[src/rtl/conv_seq_pkg.sv]
package conv_seq_pkg;

    typedef enum logic [3:0] {
        S_IDLE,
        S_SETUP,
        S_LATCH,
        S_HOLD,
        S_START,
        S_WFALL,
        S_WRISE,
        S_OEWAIT,
        S_CAPTURE,
        S_FLOAT
    } seq_state_t;

    function automatic int unsigned max2(int unsigned a, int unsigned b);
        return (a > b) ? a : b;
    endfunction

endpackage

[src/rtl/conv_clk_div.sv]
module conv_clk_div #(
    parameter int unsigned HALF = 78
) (
    input  logic clk,
    input  logic rst_n,
    output logic clk_o
);
    generate
        if (HALF == 0) begin : g_off
            assign clk_o = 1'b0;
        end else begin : g_div
            localparam int unsigned CW = (HALF > 1) ? $clog2(HALF) : 1;
            logic [CW-1:0] cnt;
            logic          ck;

            always_ff @(posedge clk) begin
                if (!rst_n) begin
                    cnt <= CW'(HALF - 1);
                    ck  <= 1'b0;
                end else if (cnt == '0) begin
                    cnt <= CW'(HALF - 1);
                    ck  <= ~ck;
                end else begin
                    cnt <= cnt - 1'b1;
                end
            end

            assign clk_o = ck;

            // the output only toggles when the divider count expires
            assert_div_hold_R9: assert property (@(posedge clk) disable iff (!rst_n)
                (cnt != '0) |=> $stable(ck));
        end
    endgenerate
endmodule

[src/rtl/conv_eoc_sync.sv]
module conv_eoc_sync #(
    parameter logic RESET_VAL = 1'b1
) (
    input  logic clk,
    input  logic rst_n,
    input  logic async_in,
    output logic sync_out
);
    logic meta_q;
    logic sync_q;

    always_ff @(posedge clk) begin
        if (!rst_n) begin
            meta_q <= RESET_VAL;
            sync_q <= RESET_VAL;
        end else begin
            meta_q <= async_in;
            sync_q <= meta_q;
        end
    end

    assign sync_out = sync_q;
endmodule

[src/rtl/conv_seq_fsm.sv]
module conv_seq_fsm
    import conv_seq_pkg::*;
#(
    parameter int unsigned CH_W        = 3,
    parameter int unsigned DATA_W      = 8,
    parameter int unsigned SETUP_CYC   = 5,
    parameter int unsigned HOLD_CYC    = 5,
    parameter int unsigned ALE_CYC     = 20,
    parameter int unsigned START_CYC   = 20,
    parameter int unsigned OE_CYC      = 25,
    parameter int unsigned FLOAT_CYC   = 25,
    parameter int unsigned TIMEOUT_CYC = 20000
) (
    input  logic              clk,
    input  logic              rst_n,
    input  logic              req_valid,
    input  logic [CH_W-1:0]   req_chan,
    input  logic              scan_en,
    input  logic              eoc_s,
    input  logic [DATA_W-1:0] bus_data,
    output logic              req_ready,
    output logic              rsp_valid,
    output logic [CH_W-1:0]   rsp_chan,
    output logic [DATA_W-1:0] rsp_data,
    output logic              err_timeout,
    output logic [CH_W-1:0]   conv_addr,
    output logic              conv_ale,
    output logic              conv_start,
    output logic              conv_oe
);
    localparam int unsigned DMAX   = max2(max2(max2(SETUP_CYC, HOLD_CYC), max2(ALE_CYC, START_CYC)),
                                          max2(OE_CYC, FLOAT_CYC));
    localparam int unsigned DCNT_W = $clog2(DMAX + 1);
    localparam int unsigned TCNT_W = $clog2(TIMEOUT_CYC + 1);

    seq_state_t        state, next;
    logic [DCNT_W-1:0] dcnt;
    logic [TCNT_W-1:0] tcnt;
    logic [CH_W-1:0]   chan_q;
    logic [CH_W-1:0]   scan_idx;
    logic [DATA_W-1:0] data_q;
    logic              err_q;
    logic              timeout;

    function automatic logic [DCNT_W-1:0] dwell(seq_state_t s);
        unique case (s)
            S_SETUP:  return DCNT_W'(SETUP_CYC - 1);
            S_LATCH:  return DCNT_W'(ALE_CYC - 1);
            S_HOLD:   return DCNT_W'(HOLD_CYC - 1);
            S_START:  return DCNT_W'(START_CYC - 1);
            S_OEWAIT: return DCNT_W'(OE_CYC - 1);
            S_FLOAT:  return DCNT_W'(FLOAT_CYC - 1);
            default:  return '0;
        endcase
    endfunction

    // next-state decision
    always_comb begin
        next    = state;
        timeout = 1'b0;
        unique case (state)
            S_IDLE:    if (scan_en || req_valid) next = S_SETUP;
            S_SETUP:   if (dcnt == '0) next = S_LATCH;
            S_LATCH:   if (dcnt == '0) next = S_HOLD;
            S_HOLD:    if (dcnt == '0) next = S_START;
            S_START:   if (dcnt == '0) next = S_WFALL;
            S_WFALL: begin
                if (!eoc_s) begin
                    next = S_WRISE;
                end else if (tcnt == '0) begin
                    next    = S_IDLE;
                    timeout = 1'b1;
                end
            end
            S_WRISE: begin
                if (eoc_s) begin
                    next = S_OEWAIT;
                end else if (tcnt == '0) begin
                    next    = S_IDLE;
                    timeout = 1'b1;
                end
            end
            S_OEWAIT:  if (dcnt == '0) next = S_CAPTURE;
            S_CAPTURE: next = S_FLOAT;
            S_FLOAT:   if (dcnt == '0) next = S_IDLE;
            default:   next = S_IDLE;
        endcase
    end

    // state register, dwell and timeout counters, datapath
    always_ff @(posedge clk) begin
        if (!rst_n) begin
            state    <= S_IDLE;
            dcnt     <= '0;
            tcnt     <= '0;
            chan_q   <= '0;
            scan_idx <= '0;
            data_q   <= '0;
            err_q    <= 1'b0;
        end else begin
            state <= next;
            err_q <= timeout;

            if (next != state) begin
                dcnt <= dwell(next);
            end else if (dcnt != '0) begin
                dcnt <= dcnt - 1'b1;
            end

            if (state == S_START) begin
                tcnt <= TCNT_W'(TIMEOUT_CYC - 1);
            end else if ((state == S_WFALL || state == S_WRISE) && tcnt != '0) begin
                tcnt <= tcnt - 1'b1;
            end

            if (state == S_IDLE) begin
                if (scan_en) begin
                    chan_q   <= scan_idx;
                    scan_idx <= scan_idx + 1'b1;
                end else if (req_valid) begin
                    chan_q <= req_chan;
                end
            end

            if (state == S_OEWAIT && next == S_CAPTURE) begin
                data_q <= bus_data;
            end
        end
    end

    // output decode
    always_comb begin
        req_ready   = (state == S_IDLE) && !scan_en;
        conv_ale    = (state == S_LATCH);
        conv_start  = (state == S_START);
        conv_oe     = (state == S_OEWAIT);
        rsp_valid   = (state == S_CAPTURE);
        rsp_chan    = chan_q;
        rsp_data    = data_q;
        err_timeout = err_q;
        conv_addr   = chan_q;
    end

    // once work is accepted, the address does not move until idle
    assert_addr_frozen_R2: assert property (@(posedge clk) disable iff (!rst_n)
        (state != S_IDLE) |=> $stable(conv_addr));

    // output enable only follows a seen-high line after the wait for rise
    assert_rise_before_oe_R4: assert property (@(posedge clk) disable iff (!rst_n)
        (state == S_WRISE && next == S_OEWAIT) |-> eoc_s);

    // a result is presented only straight after an enabled cycle
    assert_capture_after_oe_R5: assert property (@(posedge clk) disable iff (!rst_n)
        rsp_valid |-> $past(conv_oe));

    // a conversion ends in a result or an error, never both
    assert_rsp_err_excl_R7: assert property (@(posedge clk) disable iff (!rst_n)
        !(rsp_valid && err_timeout));

    // scanning blocks the request port
    assert_scan_blocks_req_R8: assert property (@(posedge clk) disable iff (!rst_n)
        scan_en |-> !req_ready);

    // strobe and start never overlap
    assert_ale_start_apart_R3: assert property (@(posedge clk) disable iff (!rst_n)
        $fell(conv_ale) |-> !conv_start);
endmodule

[src/rtl/conv_seq_top.sv]
module conv_seq_top #(
    parameter int unsigned CH_W        = 3,
    parameter int unsigned DATA_W      = 8,
    parameter int unsigned SETUP_CYC   = 5,
    parameter int unsigned HOLD_CYC    = 5,
    parameter int unsigned ALE_CYC     = 20,
    parameter int unsigned START_CYC   = 20,
    parameter int unsigned OE_CYC      = 25,
    parameter int unsigned FLOAT_CYC   = 25,
    parameter int unsigned TIMEOUT_CYC = 20000,
    parameter int unsigned CLK_HALF    = 78
) (
    input  logic              clk,
    input  logic              rst_n,
    input  logic              req_valid,
    input  logic [CH_W-1:0]   req_chan,
    output logic              req_ready,
    input  logic              scan_en,
    output logic              rsp_valid,
    output logic [CH_W-1:0]   rsp_chan,
    output logic [DATA_W-1:0] rsp_data,
    output logic              err_timeout,
    output logic              conv_clk,
    output logic [CH_W-1:0]   conv_addr,
    output logic              conv_ale,
    output logic              conv_start,
    input  logic              conv_eoc,
    output logic              conv_oe,
    input  logic [DATA_W-1:0] conv_data
);
    logic eoc_s;

    conv_clk_div #(.HALF(CLK_HALF)) u_clk_div (
        .clk   (clk),
        .rst_n (rst_n),
        .clk_o (conv_clk)
    );

    conv_eoc_sync #(.RESET_VAL(1'b1)) u_eoc_sync (
        .clk      (clk),
        .rst_n    (rst_n),
        .async_in (conv_eoc),
        .sync_out (eoc_s)
    );

    conv_seq_fsm #(
        .CH_W        (CH_W),
        .DATA_W      (DATA_W),
        .SETUP_CYC   (SETUP_CYC),
        .HOLD_CYC    (HOLD_CYC),
        .ALE_CYC     (ALE_CYC),
        .START_CYC   (START_CYC),
        .OE_CYC      (OE_CYC),
        .FLOAT_CYC   (FLOAT_CYC),
        .TIMEOUT_CYC (TIMEOUT_CYC)
    ) u_fsm (
        .clk         (clk),
        .rst_n       (rst_n),
        .req_valid   (req_valid),
        .req_chan    (req_chan),
        .scan_en     (scan_en),
        .eoc_s       (eoc_s),
        .bus_data    (conv_data),
        .req_ready   (req_ready),
        .rsp_valid   (rsp_valid),
        .rsp_chan    (rsp_chan),
        .rsp_data    (rsp_data),
        .err_timeout (err_timeout),
        .conv_addr   (conv_addr),
        .conv_ale    (conv_ale),
        .conv_start  (conv_start),
        .conv_oe     (conv_oe)
    );
endmodule

[config.mk]
export PLATFORM = sky130hd
export DESIGN_NAME = conv_seq_top
export DESIGN_NICKNAME = d
export VERILOG_FILES = /design/src/rtl/conv_seq_pkg.sv /design/src/rtl/conv_clk_div.sv /design/src/rtl/conv_eoc_sync.sv /design/src/rtl/conv_seq_fsm.sv /design/src/rtl/conv_seq_top.sv
export SDC_FILE = /design/constraint.sdc
export NUM_CORES = 1
export LEC_CHECK = 0
export ABC_CLOCK_PERIOD_IN_PS = 3100
export BUFFER_PORTS_ARGS = -buffer_cell sky130_fd_sc_hd__buf_2
export CORE_UTILIZATION = 61
export CTS_CLUSTER_DIAMETER = 120
export DETAILED_ROUTE_END_ITERATION = 8
export PLACE_DENSITY = 0.82
export SETUP_SLACK_MARGIN = 0.3
export SLEW_MARGIN = 30
export SYNTH_ARGS = -nofsm -noshare
export SYNTH_HDL_FRONTEND = slang
export SYNTH_HIERARCHICAL = 1
export SYNTH_SLANG_ARGS = --single-unit
[constraint.sdc]
create_clock -name clk -period 3.1 [get_ports clk]
set_input_delay 0.62 -clock clk [delete_from_list [all_inputs] [get_ports clk]]
set_output_delay 0.62 -clock clk [all_outputs]
set_load 0.01 [all_outputs]
==> flow_summary.toml <==
[clock_tree]
cts-hold-fix-buffers = 0
clock-sinks = 49
cts_tree = "yes"
clk_pin_slew_ns = 0.09
cts_root_buf = "clkbuf_8"
cts_buffer_depth = 2
h-tree-depth = 2
clk_latency_ns = 0.31
cts_made_buffers = 5

[floorplanning]
io_pins = 37
start_util_pct = 64.70
fp-row-count = 23
die_height_um = 67.84
fp.coreArea_um2 = 4086
fp.dieW_um = 67.84
die_area_um2 = 4602

[yosys]
yosysSeqAreaShare_pct = 37.10
synthesis.nets = 308
async_flop_share_pct = 0
yosysWarnings = 6
synth.avg_cell_area_um2 = 9.276
synth-edff-count = 0
synth.distinct_cells = 63
synth_cells = 285
synth-seq-cells = 49
synthFlopType = "dfxtp_1"
synth_area_um2 = 2644

[pwr]
powerDensity_nw_per_um2 = 652.3
leakage_nw = 1.224
power_mw = 1.880
peakVddDrop_mv = 0.5287

[worst_hold_path]
hp-class = "reg2reg"
min_path_cells = 1
holdCritStartpoint = "u_clk_div/g_div.cnt[0]$_SDFF_PP1_"
whs_endpoint = "u_clk_div/g_div.cnt[0]$_SDFF_PP1_"

[cells_and_area]
syn2layout_area_growth_pct = 8.992
seq_area_um2 = 982.2
layout_common_cells = "48 x dfxtp_1, 36 x buf_2, 25 x nor2_1"
fin_cells = 360
final_common_cell = "dfxtp_1"
final_util_pct = 70.51
fin_nets = 332
drive_gt1_share_pct = 21.61
num_antenna_cells = 0
multiInputGateArea_um2 = 1540
n_fill_cell = 351

[place]
io_buffers = 36
dp_cells = 352
hpwl_um = 3600
place.gp.congestion = 0.7835

[sta]
timing.hold.ws_ns = 0.4085
tightest_slew_ns = 0.6787
finalCriticalPeriod_ns = 2.563
setup_viol_count_final = 0
final.setup.tns_ns = 0
fin_worst_skew_ns = 0.01118
rsz0062_at_grt = "no"
maxSlewHeadroom_pct = 54.75
clock.fmax_mhz = 390.1
fin_crit_sh_pct = 82.69
finalHoldViolCount = 0
slew_viol_final = 0

[global_route]
grt_pass1_vias = 1925
track_usage_pct = 24.30
antenna_found_initial = 0
grt_max_degree = 44
grt_pass1_wl_um = 8383
grt_overflow = 0

[critical_path]
r2r-start = "u_fsm/state[1]$_SDFF_PN0_"
arrival_ns = 1.94
r2r_slack_ns = 0.84
worstPathRequired_ns = 2.48
cp-end-kind = "output port"
cp_max_fo = 15
r2r_cells = 6
start_kind = "flop"
reg2reg_to = "u_fsm/dcnt[3]$_SDFFE_PN0P_"
timing_worst_setup_path_type = "reg2out"

[drt]
wl_per_cell_um = 14.32
dr_total_vias = 2062
drc = 0
routed_wl_um = 5154
firstDrtPassIters = 7
vias_per_cell = 5.728
drtIter0Drc = 87
ant_nets = 0

[outcome]
outcome = "complete, no violations"

[run]
max_cap_violations = 0
==> power breakdown <==
group          switching, mW  leakage [nW]  internal (mW)
Sequential             0.116         0.399          0.703
Clock                  0.211        0.0456          0.161
Combinational          0.377         0.780          0.311
==> critical path: stages, from the launching register on <==
cell and delay, ns:
dfxtp_1 0.62, nand2b_1 0.41, or3_1 0.37, inv_1 0.09, buf_2 0.15
==> synth_stat cells, drive strengths merged, types with 3 or more instances <==
cell type	count	area, um2
nor4b	5	65.06
o21ai	11	70.07
o211a	3	30.03
nor2b	10	62.56
a21o	3	30.02
buf	13	70.07
clkbuf	6	22.52
a21boi	9	67.57
ha	7	87.58
a21oi	5	28.78
nor3	7	40.04
xnor2	19	166.4
xor2	5	43.79
nand3	8	40.04
dfxtp	49	980.9
nand4	3	25.02
or3	4	25.02
mux2i	12	120.1
inv	8	30.03
nor2	27	125.1
nor4	10	102.6
and2	4	28.78
nand2b	8	50.05
nand2	22	82.58
==> stage by stage <==
stage,instance area (um2),worst slack [ns]
floorplan,2644,1.000
global placement,2794,0.7566
detailed placement,2794,0.7270
CTS,2880,0.3607
global route,2882,0.4045
finish,2882,0.5365
==> repair_timing <==
item / 4_1_cts / 5_1_grt
buffers inserted: 0 / 0
endpoints found under the setup margin: 0 / 1
resized for setup: 0 / 1
==> state kept, by name, indices dropped and copies added, names as in the netlist <==
| register | count |
|---|---|
| u_fsm/rsp_data | 8 |
| u_fsm/scan_idx | 3 |
| u_clk_div/clk_o | 1 |
| u_eoc_sync/sync_out | 1 |
| u_eoc_sync/meta_q | 1 |
| u_fsm/state | 4 |
| u_fsm/err_timeout | 1 |
| u_clk_div/g_div.cnt | 7 |
| u_fsm/dcnt | 5 |
| u_fsm/tcnt | 15 |
| u_fsm/conv_addr | 3 |
==> cell type report <==
| class | count | share of cell area [%] |
|---|---|---|
| clock buffers | 6 | 2.518 |
| clock inverters | 2 | 0.4776 |
| inverters | 8 | 1.042 |
| multi-input cells | 209 | 53.45 |
| flip-flops and latches | 49 | 34.09 |
| well taps | 50 | 2.171 |
| repair buffers | 36 | 6.253 |
==> layer usage <==
metal / vias to the layer above / share of wire [%] / wire length (um) / track usage (%)
met4: 0 / 1.7 / 87 / 9.635
met3: 8 / 2.6 / 135 / 5.500
li1: 1040 / - / - / -
met2: 29 / 50 / 2570 / 40.59
met1: 985 / 46 / 2361 / 30.14
met5: - / 0 / 0 / 0
==> logic make-up (layout without fill, tap and decap cells) <==
kind of cell	after synthesis	in the layout	share of synthesized area [%]
xor gates and xnor gates	24	24	7.951
and+or+nand+nor	118	118	27.45
buffers and inverters	27	52	4.638
DFF	49	49	37.10
adders and majority gates	7	7	3.313
AOI/OAI and AO/OA	48	48	15.00
muxes	12	12	4.543
==> worst max path at each step <==
stage                                   start                         end  slack, ns  depth (start not counted)
finish              u_fsm/state[3]$_SDFF_PN0_                  conv_start       0.54                          4
global route        u_fsm/state[3]$_SDFF_PN0_                  conv_start       0.40                          4
CTS                 u_fsm/state[2]$_SDFF_PN0_                  conv_start       0.36                          4
detailed placement  u_fsm/state[2]$_SDFF_PN0_                  conv_start       0.73                          4
global placement    u_fsm/state[2]$_SDFF_PN0_                  conv_start       0.76                          4
floorplan                             scan_en  u_fsm/dcnt[3]$_SDFFE_PN0P_       1.00                          7
(Power assumes the default switching activity.)
